## config.mk

```make
export PLATFORM = sky130hd
export DESIGN_NAME = syncroute_top
export DESIGN_NICKNAME = d
export VERILOG_FILES = /design/src/rtl/syncroute_pkg.sv /design/src/rtl/syncroute_regs.sv /design/src/rtl/syncroute_mux.sv /design/src/rtl/syncroute_stretch.sv /design/src/rtl/syncroute_top.sv
export SDC_FILE = /design/constraint.sdc
export NUM_CORES = 1
export LEC_CHECK = 0
export BUFFER_PORTS_ARGS = -buffer_cell sky130_fd_sc_hd__buf_2
export CAP_MARGIN = 20
export CORE_AREA = 10 10 93 95
export DETAILED_ROUTE_END_ITERATION = 10
export DIE_AREA = 0 0 103 105
export MAX_ROUTING_LAYER = met4
export PLACE_DENSITY = 0.77
export SYNTH_ARGS = -nofsm -noshare
export SYNTH_HDL_FRONTEND = slang
export SYNTH_HIERARCHICAL = 1
export SYNTH_SLANG_ARGS = --single-unit
```

## constraint.sdc

```tcl
create_clock -name clk -period 1.3 [get_ports clk]
set_input_delay 0.065 -clock clk [delete_from_list [all_inputs] [get_ports clk]]
set_output_delay 0.065 -clock clk [all_outputs]
set_load 0.02 [all_outputs]
```

## src/rtl/syncroute_pkg.sv

```systemverilog
package syncroute_pkg;
    localparam int ADDR_W   = 4;
    localparam int DATA_W   = 32;
    localparam int NUM_DEST = 5;
    localparam int SEL_W    = 3;
    localparam int NUM_SRC  = 7;
    localparam int NUM_PWM  = 12;
    localparam int OUT_W    = 2;
    localparam int PIN_LSB  = 27;
    localparam int B_LSB    = 16;

    localparam logic [ADDR_W-1:0] OFS_ROUTE = 4'h0;
    localparam logic [ADDR_W-1:0] OFS_TRIG  = 4'h2;
    localparam logic [ADDR_W-1:0] OFS_LOCK  = 4'h4;

    typedef enum logic {ST_IDLE, ST_LOW} stretch_state_t;
endpackage

```

## src/rtl/syncroute_regs.sv

```systemverilog
module syncroute_regs
    import syncroute_pkg::*;
(
    input  logic                       clk,
    input  logic                       rst_n,
    input  logic                       wr_en,
    input  logic [ADDR_W-1:0]          addr,
    input  logic [DATA_W-1:0]          wdata,
    output logic [DATA_W-1:0]          rdata,
    output logic [NUM_DEST*SEL_W-1:0]  route_sel,
    output logic [OUT_W-1:0]           pin_sel,
    output logic [NUM_PWM-1:0]         en_a,
    output logic [NUM_PWM-1:0]         en_b,
    output logic [1:0]                 lock
);
    localparam int RW = NUM_DEST * SEL_W;

    logic wr_route, wr_trig, wr_lock;

    assign wr_route = wr_en && (addr == OFS_ROUTE) && !lock[0];
    assign wr_trig  = wr_en && (addr == OFS_TRIG)  && !lock[1];
    assign wr_lock  = wr_en && (addr == OFS_LOCK);

    always_ff @(posedge clk or negedge rst_n) begin
        if (!rst_n) begin
            route_sel <= '0;
            pin_sel   <= '0;
            en_a      <= '0;
            en_b      <= '0;
            lock      <= '0;
        end else begin
            if (wr_route) begin
                route_sel <= wdata[RW-1:0];
                pin_sel   <= wdata[PIN_LSB +: OUT_W];
            end
            if (wr_trig) begin
                en_a <= wdata[NUM_PWM-1:0];
                en_b <= wdata[B_LSB +: NUM_PWM];
            end
            if (wr_lock) begin
                lock <= lock | wdata[1:0];
            end
        end
    end

    always_comb begin
        rdata = '0;
        unique case (addr)
            OFS_ROUTE: begin
                rdata[RW-1:0]            = route_sel;
                rdata[PIN_LSB +: OUT_W]  = pin_sel;
            end
            OFS_TRIG: begin
                rdata[NUM_PWM-1:0]       = en_a;
                rdata[B_LSB +: NUM_PWM]  = en_b;
            end
            OFS_LOCK:  rdata[1:0] = lock;
            default:   rdata = '0;
        endcase
    end

    // Lock bits only ever rise until reset
    assert_lock_sticky_R10: assert property (@(posedge clk) disable iff (!rst_n)
        lock[0] |=> lock[0]);
    assert_lock1_sticky_R10: assert property (@(posedge clk) disable iff (!rst_n)
        lock[1] |=> lock[1]);
    assert_route_frozen_R11: assert property (@(posedge clk) disable iff (!rst_n)
        lock[0] |=> ($stable(route_sel) && $stable(pin_sel)));
    assert_trig_frozen_R11: assert property (@(posedge clk) disable iff (!rst_n)
        lock[1] |=> ($stable(en_a) && $stable(en_b)));
endmodule

```

## src/rtl/syncroute_mux.sv

```systemverilog
module syncroute_mux
    import syncroute_pkg::*;
#(
    parameter int DEST_IDX = 0
) (
    input  logic [SEL_W-1:0]   sel,
    input  logic [NUM_SRC-1:0] src,
    output logic               sync_o
);
    localparam int LAST_CHAIN = 4;
    localparam int TOP_CODE   = (1 << SEL_W) - 1;

    logic [SEL_W-1:0] eff;

    always_comb begin
        if ((int'(sel) == TOP_CODE) ||
            ((int'(sel) > DEST_IDX) && (int'(sel) <= LAST_CHAIN)))
            eff = '0;
        else
            eff = sel;
    end

    assign sync_o = src[eff];
endmodule

```

## src/rtl/syncroute_stretch.sv

```systemverilog
module syncroute_stretch
    import syncroute_pkg::*;
#(
    parameter int PULSE_LEN = 32
) (
    input  logic clk,
    input  logic rst_n,
    input  logic req,
    output logic trig_n
);
    localparam int CNT_W = (PULSE_LEN > 1) ? $clog2(PULSE_LEN) : 1;
    localparam logic [CNT_W-1:0] LOAD = CNT_W'(PULSE_LEN - 1);

    stretch_state_t state, state_nx;
    logic [CNT_W-1:0] cnt, cnt_nx;

    always_ff @(posedge clk or negedge rst_n) begin
        if (!rst_n) begin
            state <= ST_IDLE;
            cnt   <= '0;
        end else begin
            state <= state_nx;
            cnt   <= cnt_nx;
        end
    end

    always_comb begin
        state_nx = state;
        cnt_nx   = cnt;
        unique case (state)
            ST_IDLE: if (req) begin            // IDLE_TO_LOW
                state_nx = ST_LOW;
                cnt_nx   = LOAD;
            end
            ST_LOW: begin
                if (req) cnt_nx = LOAD;          // LOW_RELOAD
                else if (cnt == '0) state_nx = ST_IDLE; // LOW_TO_IDLE
                else cnt_nx = cnt - 1'b1;        // LOW_COUNT
            end
            default: state_nx = ST_IDLE;
        endcase
    end

    always_comb begin
        trig_n = (state != ST_LOW);
    end

    assert_pulse_start_R8: assert property (@(posedge clk) disable iff (!rst_n)
        req |=> !trig_n);
    assert_pulse_cause_R9: assert property (@(posedge clk) disable iff (!rst_n)
        ($past(req) == 1'b0 && $past(state) == ST_LOW && $past(cnt) != '0) |-> !trig_n);
endmodule

```

## src/rtl/syncroute_top.sv

```systemverilog
module syncroute_top
    import syncroute_pkg::*;
#(
    parameter int PULSE_LEN = 32
) (
    input  logic                 clk,
    input  logic                 rst_n,
    input  logic                 wr_en,
    input  logic [3:0]           addr,
    input  logic [31:0]          wdata,
    output logic [31:0]          rdata,
    input  logic [3:0]           pwm_sync_i,
    input  logic                 cap_sync_i,
    input  logic [1:0]           ext_sync_i,
    output logic [4:0]           dest_sync_o,
    output logic                 sync_pin_o,
    input  logic [11:0]          soc_a_i,
    input  logic [11:0]          soc_b_i,
    output logic                 trig_a_n_o,
    output logic                 trig_b_n_o
);
    logic [NUM_DEST*SEL_W-1:0] route_sel;
    logic [OUT_W-1:0]          pin_sel;
    logic [NUM_PWM-1:0]        en_a, en_b;
    logic [1:0]                lock;
    logic [NUM_SRC-1:0]        src;

    assign src = {ext_sync_i, cap_sync_i, pwm_sync_i};

    syncroute_regs u_regs (
        .clk(clk), .rst_n(rst_n), .wr_en(wr_en), .addr(addr),
        .wdata(wdata), .rdata(rdata), .route_sel(route_sel),
        .pin_sel(pin_sel), .en_a(en_a), .en_b(en_b), .lock(lock)
    );

    for (genvar d = 0; d < NUM_DEST; d++) begin : g_dest
        syncroute_mux #(.DEST_IDX(d)) u_mux (
            .sel(route_sel[d*SEL_W +: SEL_W]),
            .src(src),
            .sync_o(dest_sync_o[d])
        );
    end

    assign sync_pin_o = pwm_sync_i[pin_sel];

    syncroute_stretch #(.PULSE_LEN(PULSE_LEN)) u_str_a (
        .clk(clk), .rst_n(rst_n), .req(|(soc_a_i & en_a)), .trig_n(trig_a_n_o)
    );
    syncroute_stretch #(.PULSE_LEN(PULSE_LEN)) u_str_b (
        .clk(clk), .rst_n(rst_n), .req(|(soc_b_i & en_b)), .trig_n(trig_b_n_o)
    );
endmodule

```

==> impl_metrics.ini <==
[floorplan]
num_rows = 30
die_h_um = 105
initial_core_util = 0.4430
die_w_um = 103
ioPinCount = 110
die-area_mm2 = 0.01082
core_area_mm2 = 0.006756

[placed_design]
gp_congestion = 0.8713
dp_cells = 456
pre_cts_ws_ns = -0.2384
io_buffers = 101
place_area_mm2 = 0.003919
place_hpwl_mm = 6.523

[finish]
fin_cells = 493
final_core_util = 0.6748
num-fill-cells = 457
nets = 484
finalInstanceArea_mm2 = 0.004559
layout-drive-gt1-share = 0.6392
area_delta_synth_final_pct = 52.34
diodes = 0

[logic_synthesis]
synth_fa_ha_area_frac = 0.008361
yosys_register_bits = 55
synth-compound-area-share = 0.1426
synth-simple-area-share = 0.1363
synth.area.top_cells = dfrtp_1 (46%), mux2_2 (17%), a22o_1 (5.0%)
synth_edf_count = 0
synth_common_cells = dfrtp_1 (55), mux2_2 (44), a22o_1 (17)
yosys.area.top_type = dfrtp_1
synth_cell_types = 41
synth_top_family_by_area = multiplexers
synthMuxAreaShare = 0.2153
ys_warn_count = 6
ys.flop_type = dfrtp_1
syn_area_mm2 = 0.002993
synthXorXnorAreaFrac = 0
synth_cells = 238
synth.avg_cell_area_um2 = 12.58
synth_top_cell_area_share = 0.4599
yosysSeqAreaShare = 0.4599
async_flop_share = 1.000
post-synth-top-count-cell = dfrtp_1

[min_path]
hold_class = in -> reg

[setup_path]
critPathMaxFanout = 4
cp-start-kind = register
required_ns = 1.24
slowest_stage = mux4_2
cp_slowest_stage_delay_ns = 0.48
path_delay_family = multiplexers
cp-end-kind = output pin
cp_cell_sequence = mux2_4 -> mux4_2 -> buf_6
worstSetupPathType = reg -> out
path_buf_inv = 1
worstPathArrival_ns = 1.71

[global_routing]
grt_pass1_vias = 2930
grt_start_max_net_pins = 56
grt_usage = 0.1725
grt_pass1_wl_mm = 14.64
grt_overflow = 0
antenna_found_initial = 0

[timing]
hold_viol_final = 0
tightest_slew_ns = 0.5180
fin_crit_ns = 1.773
finalClockSkew_ns = 0.01027
hold_ws_ns = 0.005876
fin_crit_sh = 1.364
clock.fmax_mhz = 564.0
relSlewSlack = 0.6517
rsz0062_at_grt = yes
slew_violations = 0
final-setup-viol-count = 22
fin_ws_ns = -0.4732

[clock_tree]
cts_root_buf = clkbuf_8
cts_buffer_depth = 2
cts_tree = yes
h-tree-depth = 2
cts_buffers = 5
cts.clk_slew.worst_paths_ns = 0.10
clock_sinks = 55
insertion_delay_ns = 0.31

[drt]
wire_per_inst_um = 18.99
routed_wl_mm = 9.362
postRouteAntennaNets = 0
viasPerCell = 5.408
drc = 0
route.vias.total = 2666
drt_first_pass_iters = 4
drt-initial-drc-count = 117

[power]
clock_power_share = 0.190
sequentialPowerShare = 0.447
swShare = 0.3146
vdd_ir_drop_max_mv = 0.6419
leakage_nw = 2.200
power_density_mw_per_mm2 = 1150
comb_power_share = 0.363
net-switching-power_w = 0.001649
p_int_w = 0.003593

[run_status]
violations = setup timing
status = finished with violations

[flow_run]
maxCapViolCount = 0
## layout make-up
type	count	area (µm²)	share of cell area
clock inverters	3	23.77	0.005214
repair buffers	175	1242	0.2725
flip-flops and latches	55	1380	0.3027
inverters	9	37.54	0.008233
clock buffers	5	68.82	0.01509
well taps	80	100.1	0.02195
multi-input cells	166	1707	0.3743
## final timing paths
kind                                           start                   end  slack (ns)  cells past startpoint
worst max-delay path            u_regs/route_sel[11]        dest_sync_o[3]       -0.47                      3
worst min-delay path                        wdata[6]   u_regs/route_sel[6]       0.006                      2
worst max register to register        u_str_b/cnt[0]        u_str_b/cnt[0]       -0.27                      5
worst min register to register     u_regs/pin_sel[1]     u_regs/pin_sel[1]        0.56                      1
max in group asynchronous                      rst_n  u_regs/route_sel[11]        0.75                      3
min in group asynchronous                      rst_n        u_regs/en_b[3]        0.27                      3
## logic make-up (layout without fill, tap and decap cells)
| group | Yosys count | in the layout |
|---|---|---|
| flip-flops | 55 | 55 |
| other | 1 | 4 |
| AND/OR/NAND/NOR | 58 | 58 |
| adder cells (fa/ha/maj) | 2 | 2 |
| multiplexers | 53 | 53 |
| buffers and inverters | 20 | 192 |
| AO/OA/AOI/OAI | 49 | 49 |
## placed cells by master (no fill, tap or decap), types with 5 or more instances in the layout
cell,count
buf_2,85
nor2_1,7
buf_4,51
dlygate4sd3_1,18
mux2_2,41
a22o_1,17
and2_1,14
clkbuf_8,5
dfrtp_1,52
inv_1,6
buf_6,19
a221oi_2,5
## layer usage
| metal | track usage | share of wire | vias to the layer above |
|---|---|---|---|
| met5 | - | 0 | - |
| met4 | 0.04175 | 0.019 | 0 |
| met3 | 0.02964 | 0.054 | 19 |
| met2 | 0.2962 | 0.52 | 92 |
| met1 | 0.2017 | 0.41 | 1311 |
| li1 | - | - | 1244 |
## power groups by stage
stage / clock [W] / combinational [W] / sequential (W)
after floorplan: 0 / 0.000847 / 0.00229
after global placement: 0 / 0.00145 / 0.00234
after detailed placement: 0 / 0.00149 / 0.00236
after CTS: 0.00101 / 0.00176 / 0.00232
after global routing: 0.00107 / 0.00205 / 0.00238
final: 0.000996 / 0.00190 / 0.00234
## registers in the layout, indices dropped and copies added (netlist names)
| signal | count |
|---|---|
| u_regs/en_a | 12 |
| u_regs/en_b | 12 |
| u_regs/lock | 2 |
| u_regs/pin_sel | 2 |
| u_regs/route_sel | 15 |
| u_str_a/cnt | 5 |
| u_str_a/state | 1 |
| u_str_b/cnt | 5 |
| u_str_b/state | 1 |
## per-stage QoR
step,total power [W],setup TNS [ns]
2_1_floorplan,0.003136,-0.3464
3_3_place_gp,0.003781,-1.575
3_5_place_dp,0.003850,-2.001
4_1_cts,0.005085,-3.675
5_1_grt,0.005510,-5.804
6_report,0.005243,-4.139
## repair_timing
item                                    in CTS  in global routing
endpoints found under the setup margin      21                 27
resized for setup                           34                 43
endpoints found under the hold margin       73                  0
cloned                                       0                  0
buffers inserted                             8                  4
hold buffers                                18                  0
pin swaps                                    6                  6
No activity file was read; power rests on OpenSTA's default activity.
